### src/rtl/pcs_pkg.sv
package pcs_pkg;

   typedef enum logic [2:0] {
      OP_HOLD = 3'd0,
      OP_STEP = 3'd1,
      OP_SKIP = 3'd2,
      OP_JUMP = 3'd3,
      OP_CALL = 3'd4,
      OP_RET  = 3'd5
   } pc_op_e;

endpackage

### src/rtl/pcs_op_decode.sv
module pcs_op_decode
   import pcs_pkg::*;
(
   input  logic   step_i,
   input  logic   skip_i,
   input  logic   zero_i,
   input  logic   jump_i,
   input  logic   call_i,
   input  logic   ret_i,
   output pc_op_e op_o
);

   always_comb begin
      if (ret_i)                 op_o = OP_RET;
      else if (call_i)           op_o = OP_CALL;
      else if (jump_i)           op_o = OP_JUMP;
      else if (skip_i && zero_i) op_o = OP_SKIP;
      else if (skip_i || step_i) op_o = OP_STEP;
      else                       op_o = OP_HOLD;
   end

endmodule

### src/rtl/pcs_next_pc.sv
module pcs_next_pc
   import pcs_pkg::*;
#(
   parameter int PC_W   = 11,
   parameter int LOW_W  = 9,
   parameter int PAGE_W = 2
) (
   input  pc_op_e            op_i,
   input  logic [PC_W-1:0]   pc_i,
   input  logic [LOW_W-1:0]  target_i,
   input  logic [PAGE_W-1:0] page_i,
   input  logic [PC_W-1:0]   top_i,
   output logic [PC_W-1:0]   pc_next_o,
   output logic [PC_W-1:0]   ret_addr_o
);

   localparam logic [PC_W-1:0] ONE = PC_W'(1);
   localparam logic [PC_W-1:0] TWO = PC_W'(2);

   logic [PC_W-1:0] absolute;

   generate
      if (PC_W != LOW_W + PAGE_W) begin : g_bad_split
         $error("pcs_next_pc: PC_W must equal LOW_W + PAGE_W");
      end
      if (PAGE_W > 0) begin : g_paged
         assign absolute = {page_i, target_i};
      end else begin : g_flat
         assign absolute = PC_W'(target_i);
      end
   endgenerate

   assign ret_addr_o = pc_i + ONE;

   always_comb begin
      case (op_i)
         OP_STEP: pc_next_o = pc_i + ONE;
         OP_SKIP: pc_next_o = pc_i + TWO;
         OP_JUMP: pc_next_o = absolute;
         OP_CALL: pc_next_o = absolute;
         OP_RET:  pc_next_o = top_i;
         default: pc_next_o = pc_i;
      endcase
   end

endmodule

### src/rtl/pcs_ret_stack.sv
module pcs_ret_stack #(
   parameter int W     = 11,
   parameter int DEPTH = 8
) (
   input  logic         clk,
   input  logic         rst_n,
   input  logic         push_i,
   input  logic         pop_i,
   input  logic [W-1:0] data_i,
   output logic [W-1:0] top_o,
   output logic         fault_o
);

   localparam int CNT_W = $clog2(DEPTH + 1);
   localparam logic [CNT_W-1:0] FULL = CNT_W'(DEPTH);

   logic [W-1:0]     slot [DEPTH];
   logic [CNT_W-1:0] level;

   generate
      if (DEPTH < 2) begin : g_bad_depth
         $error("pcs_ret_stack: DEPTH must be at least 2");
      end
      for (genvar i = 0; i < DEPTH; i++) begin : g_slot
         always_ff @(posedge clk or negedge rst_n) begin
            if (!rst_n) begin
               slot[i] <= '0;
            end else if (push_i) begin
               if (i == 0) slot[i] <= data_i;
               else        slot[i] <= slot[(i == 0) ? 0 : i-1];
            end else if (pop_i) begin
               if (i != DEPTH-1) slot[i] <= slot[(i == DEPTH-1) ? i : i+1];
            end
         end
      end
   endgenerate

   always_ff @(posedge clk or negedge rst_n) begin
      if (!rst_n) begin
         level   <= '0;
         fault_o <= 1'b0;
      end else if (push_i) begin
         if (level == FULL) fault_o <= 1'b1;
         else               level   <= level + 1'b1;
      end else if (pop_i) begin
         if (level == '0) fault_o <= 1'b1;
         else             level   <= level - 1'b1;
      end
   end

   assign top_o = slot[0];

   assert_level_bound_R8: assert property (@(posedge clk) disable iff (!rst_n)
      level <= FULL);

   assert_push_lands_R6: assert property (@(posedge clk) disable iff (!rst_n)
      push_i |=> top_o == $past(data_i));

   assert_underflow_flag_R9: assert property (@(posedge clk) disable iff (!rst_n)
      (pop_i && !push_i && level == '0) |=> fault_o);

   assert_overflow_flag_R8: assert property (@(posedge clk) disable iff (!rst_n)
      (push_i && level == FULL) |=> fault_o);

   assert_fault_sticky_R11: assert property (@(posedge clk) disable iff (!rst_n)
      fault_o |=> fault_o);

endmodule

### src/rtl/pc_sequencer.sv
module pc_sequencer
   import pcs_pkg::*;
#(
   parameter int PC_W        = 11,
   parameter int LOW_W       = 9,
   parameter int PAGE_W      = 2,
   parameter int STACK_DEPTH = 8
) (
   input  logic              clk,
   input  logic              rst_n,
   input  logic              step_i,
   input  logic              skip_i,
   input  logic              zero_i,
   input  logic              jump_i,
   input  logic              call_i,
   input  logic              ret_i,
   input  logic [LOW_W-1:0]  target_i,
   input  logic [PAGE_W-1:0] page_i,
   output logic [PC_W-1:0]   pc_o,
   output logic              stack_fault_o
);

   localparam logic [PC_W-1:0] RESET_PC = '1;

   pc_op_e          op;
   logic [PC_W-1:0] pc_next;
   logic [PC_W-1:0] ret_addr;
   logic [PC_W-1:0] stack_top;

   pcs_op_decode i_decode (
      .step_i (step_i),
      .skip_i (skip_i),
      .zero_i (zero_i),
      .jump_i (jump_i),
      .call_i (call_i),
      .ret_i  (ret_i),
      .op_o   (op)
   );

   pcs_next_pc #(
      .PC_W   (PC_W),
      .LOW_W  (LOW_W),
      .PAGE_W (PAGE_W)
   ) i_next (
      .op_i       (op),
      .pc_i       (pc_o),
      .target_i   (target_i),
      .page_i     (page_i),
      .top_i      (stack_top),
      .pc_next_o  (pc_next),
      .ret_addr_o (ret_addr)
   );

   pcs_ret_stack #(
      .W     (PC_W),
      .DEPTH (STACK_DEPTH)
   ) i_stack (
      .clk     (clk),
      .rst_n   (rst_n),
      .push_i  (op == OP_CALL),
      .pop_i   (op == OP_RET),
      .data_i  (ret_addr),
      .top_o   (stack_top),
      .fault_o (stack_fault_o)
   );

   always_ff @(posedge clk or negedge rst_n) begin
      if (!rst_n) pc_o <= RESET_PC;
      else        pc_o <= pc_next;
   end

   assert_step_R2: assert property (@(posedge clk) disable iff (!rst_n)
      (step_i && !skip_i && !jump_i && !call_i && !ret_i)
      |=> pc_o == $past(pc_o) + PC_W'(1));

   assert_hold_R3: assert property (@(posedge clk) disable iff (!rst_n)
      (!step_i && !skip_i && !jump_i && !call_i && !ret_i) |=> $stable(pc_o));

   assert_skip_zero_R4: assert property (@(posedge clk) disable iff (!rst_n)
      (skip_i && zero_i && !jump_i && !call_i && !ret_i)
      |=> pc_o == $past(pc_o) + PC_W'(2));

   assert_jump_target_R5: assert property (@(posedge clk) disable iff (!rst_n)
      (jump_i && !call_i && !ret_i)
      |=> pc_o == {$past(page_i), $past(target_i)});

   assert_call_pushes_R6: assert property (@(posedge clk) disable iff (!rst_n)
      (call_i && !ret_i) |=> stack_top == $past(pc_o) + PC_W'(1));

   assert_ret_wins_R10: assert property (@(posedge clk) disable iff (!rst_n)
      ret_i |=> pc_o == $past(stack_top));

endmodule

### config.mk
export PLATFORM = sky130hd
export DESIGN_NAME = pc_sequencer
export DESIGN_NICKNAME = d
export VERILOG_FILES = /design/src/rtl/pcs_pkg.sv /design/src/rtl/pcs_op_decode.sv /design/src/rtl/pcs_next_pc.sv /design/src/rtl/pcs_ret_stack.sv /design/src/rtl/pc_sequencer.sv
export SDC_FILE = /design/constraint.sdc
export NUM_CORES = 1
export LEC_CHECK = 0
export ABC_AREA = 1
export BUFFER_PORTS_ARGS = -buffer_cell sky130_fd_sc_hd__buf_2
export CAP_MARGIN = 20
export CORE_MARGIN = 2
export CORE_UTILIZATION = 55
export CTS_BUF_LIST = sky130_fd_sc_hd__clkbuf_4 sky130_fd_sc_hd__clkbuf_8
export CTS_CLUSTER_SIZE = 30
export DETAILED_ROUTE_END_ITERATION = 16
export PLACE_DENSITY = 0.85
export SLEW_MARGIN = 20
export SYNTH_ARGS = -nofsm -noshare
export SYNTH_HDL_FRONTEND = slang
export SYNTH_SLANG_ARGS = --single-unit
export TNS_END_PERCENT = 50
### constraint.sdc
create_clock -name clk -period 1.5 [get_ports clk]
set_clock_uncertainty 0.15 [all_clocks]
set_input_delay 0.3 -clock clk [delete_from_list [all_inputs] [get_ports clk]]
set_output_delay 0.3 -clock clk [all_outputs]
set_load 0.005 [all_outputs]
==> results.md <==
- Fraction of registers with async set/reset: 1.00
- Most common cell after layout, fill and taps aside: nand2_1
- Reg clk slew, reported paths: 110 ps
- Row count: 35
- Period minus WS final: 1720 ps
- Clk root buf: clkbuf_8
- Top FF cell, synth: dfrtp_1
- Die H: 100 um
- Total Power: 7.74 mW
- Post-Syn Area: 5100 um^2
- Core Area: 9110 um^2
- Grt ovf: 0
- Wirelength per Cell: 16.6 um
- Vias per inst: 5.91
- Synth Instances: 607
- Worst R2R Path Depth: 8
- Worst EP arrival: 1830 ps
- Pin slew with the least headroom to its limit: 689 ps
- Avg Inst Size Synth: 8.40 um^2
- Iteration-0 DRC Markers: 422
- Largest net degree at the start of global routing: 78
- Largest area contributor in the netlist: dfrtp_1
- Post-route setup slack: -219 ps
- Crit-path cells: ha_4 -> inv_2 -> nor2_4 -> nand2_1 -> nand2_1 -> nand2_2 -> nand2_2 -> nand2_2
- Multi-input logic area: 2240 um^2
- Global-route wire length before repair: 21.5 mm
- GPL Wtd Cong: 0.931
- Maximum clock rate: 582 MHz
- TritonCTS buffer count: 9
- Input/output buffers: 30
- Die Area: 10100 um^2
- Post-route ant nets: 0
- Clk_lat worst skew: 380 ps
- Initial Util: 0.560
- Hold crit path type: primary input to register
- Depth of the CTS H-tree: 3
- EDFF count, synth: 0
- Cell mode on critical path: nand2_2
- Worst setup path endpoint: i_stack.top_o[8]
- Yosys cell types: 32
- Critical Path Start Type: register
- Max_slew headroom: 0.540
- Register area: 2620 um^2
- Final Hold Vio Count: 0
- DRT Pass-1 Iters: 5
- Largest cells by area after synthesis: dfrtp_1 46%, nand2_1 13%, inv_1 6.3%, dfstp_2 5.7%, o221ai_1 5.5%
- I/O Pins: 31
- Number of global-route vias before repair: 4510
- Worst Setup SP: pc_o[1]
- Worst flop-to-flop path startpoint: pc_o[1]
- Flop-to-flop setup slack: -220 ps
- Post-synthesis sequential area ratio: 0.513
- Vias post-DR: 4627
- Fillers: 637
- Synth Register Bits: 104
- Most frequent cells in the layout: 164 x nand2_1, 92 x dfrtp_1, 83 x inv_1
- Leak: 2.89 nW
- Worst Setup End Kind: register
- Share of the synthesized area in the top cell type: 0.456
- CTS tree: built
- Fin crit share: 1.15
- Final Net Count: 691
- Max-cap violation count: 0
- Total Wirelength: 13.0 mm
- Longest Clk Path Bufs: 2
- Clk sinks: 104
- Failing checks: negative setup slack
- Drc violations: 0
- Post-Syn Nets: 631
- Top fanout value on the critical path: 7
- FF-to-FF End: i_stack.top_o[8]
- CP max stage cell: dfstp_2
- Dpl hpwl: 8.26 mm
- Ant. Diodes: 0
- Synth Warn #: 0
- Die width: 100 um
- RSZ-0062 raised after global routing: true
- Worst path max stage delay: 620 ps
- Worst Path Required: 1610 ps
- # setup viols final: 27
- Area grow syn2layout: 22.6%
- Final instance area: 6250 um^2
- Dpl cell area: 5740 um^2
- Layout cell share with drive strength beyond 1: 0.243
- Setup TNS: -3410 ps
- Status: finished, violations left
- Initial antenna violation count: 0
- Gr usage total: 0.270
- VDD IR max: 0.797 mV
- PwrDens: 1240 nW/um^2
- Setup CP Type: register to register
- WHS: 117 ps
- Max Slew Vio Count: 0
-- worst min path at each step --
stage / depth (start not counted) / endpoint / slack (ps) / from
2_1_floorplan: 0 / i_stack.fault_o / -150 / rst_n
3_5_place_dp: 2 / i_stack.slot[0] / 210 / rst_n
5_1_grt: 5 / pc_o[7] / 140 / target_i[7]
6_report: 5 / pc_o[9] / 120 / page_i[0]
3_3_place_gp: 2 / i_stack.slot[44] / 210 / rst_n
4_1_cts: 5 / pc_o[0] / 100 / target_i[0]
-- synth_stat cells (all sizes together), types with 6 or more instances --
master,n
nand2,181
dfrtp,93
inv,90
nand3,36
o21ai,34
o221ai,32
nor2,23
a22oi,22
buf,19
clkbuf,13
o211ai,13
dfstp,11
o22ai,11
nand4,7
a21oi,6
-- critical path: cells and delay by family, from the launching register on --
| kind | cells | cell delay (ps) |
|---|---|---|
| simple gates | 6 | 630 |
| flops | 1 | 620 |
| fa+ha+maj | 1 | 160 |
| buf+inv | 1 | 40 |
-- power by group --
part / leakage [nW] / switching, mW / internal (mW)
clock network: 0.106 / 1.05 / 0.804
logic: 1.43 / 1.16 / 0.908
registers: 1.35 / 0.418 / 3.40
total: 2.89 / 2.63 / 5.12
-- metal layers --
layer | GRT usage | part of all wire | vias up
met1 | 0.355 | 0.40 | 2212
met5 | 0 | 0 | -
met2 | 0.451 | 0.50 | 229
met3 | 0.0592 | 0.068 | 50
li1 | - | - | 2136
met4 | 0.0811 | 0.030 | 0
-- flip-flops by register name (all words and copies together) (netlist names) --
signal,flops
i_stack.slot,77
i_stack.top_o,11
pc_o,11
i_stack.level,4
i_stack.fault_o,1
-- timing repair --
item	CTS	global route
setup buffers	6	2
endpoints found under the setup margin	27	29
hold buffers	1	0
pin swaps	5	19
gates resized for setup	29	30
endpoints found under the hold margin	93	0
-- per-stage QoR --
step	cells	utilization	worst slack, ps
6_report	783	0.686	-219
5_1_grt	783	0.686	-265
4_1_cts	781	0.672	-155
3_5_place_dp	758	0.630	-167
3_3_place_gp	758	0.630	-109
2_1_floorplan	607	-	-126
-- logic make-up (layout without fill, tap and decap cells) --
family	after synthesis	count (layout)	share of synthesized area
xor+xnor	5	5	0.0101
compound gates	121	121	0.164
buf+inv	122	187	0.0949
simple gates	250	250	0.205
fa+ha+maj	5	5	0.0137
flops	104	104	0.513
-- final cells by class --
cell class / instances / area share
clock buffers: 9 / 0.0198
clock inverters: 7 / 0.0136
inverters: 90 / 0.0556
multi-input cells: 381 / 0.358
flip-flops and latches: 104 / 0.419
well taps: 111 / 0.0222
repair buffers: 81 / 0.112
Power figures use the tool's default switching activity.
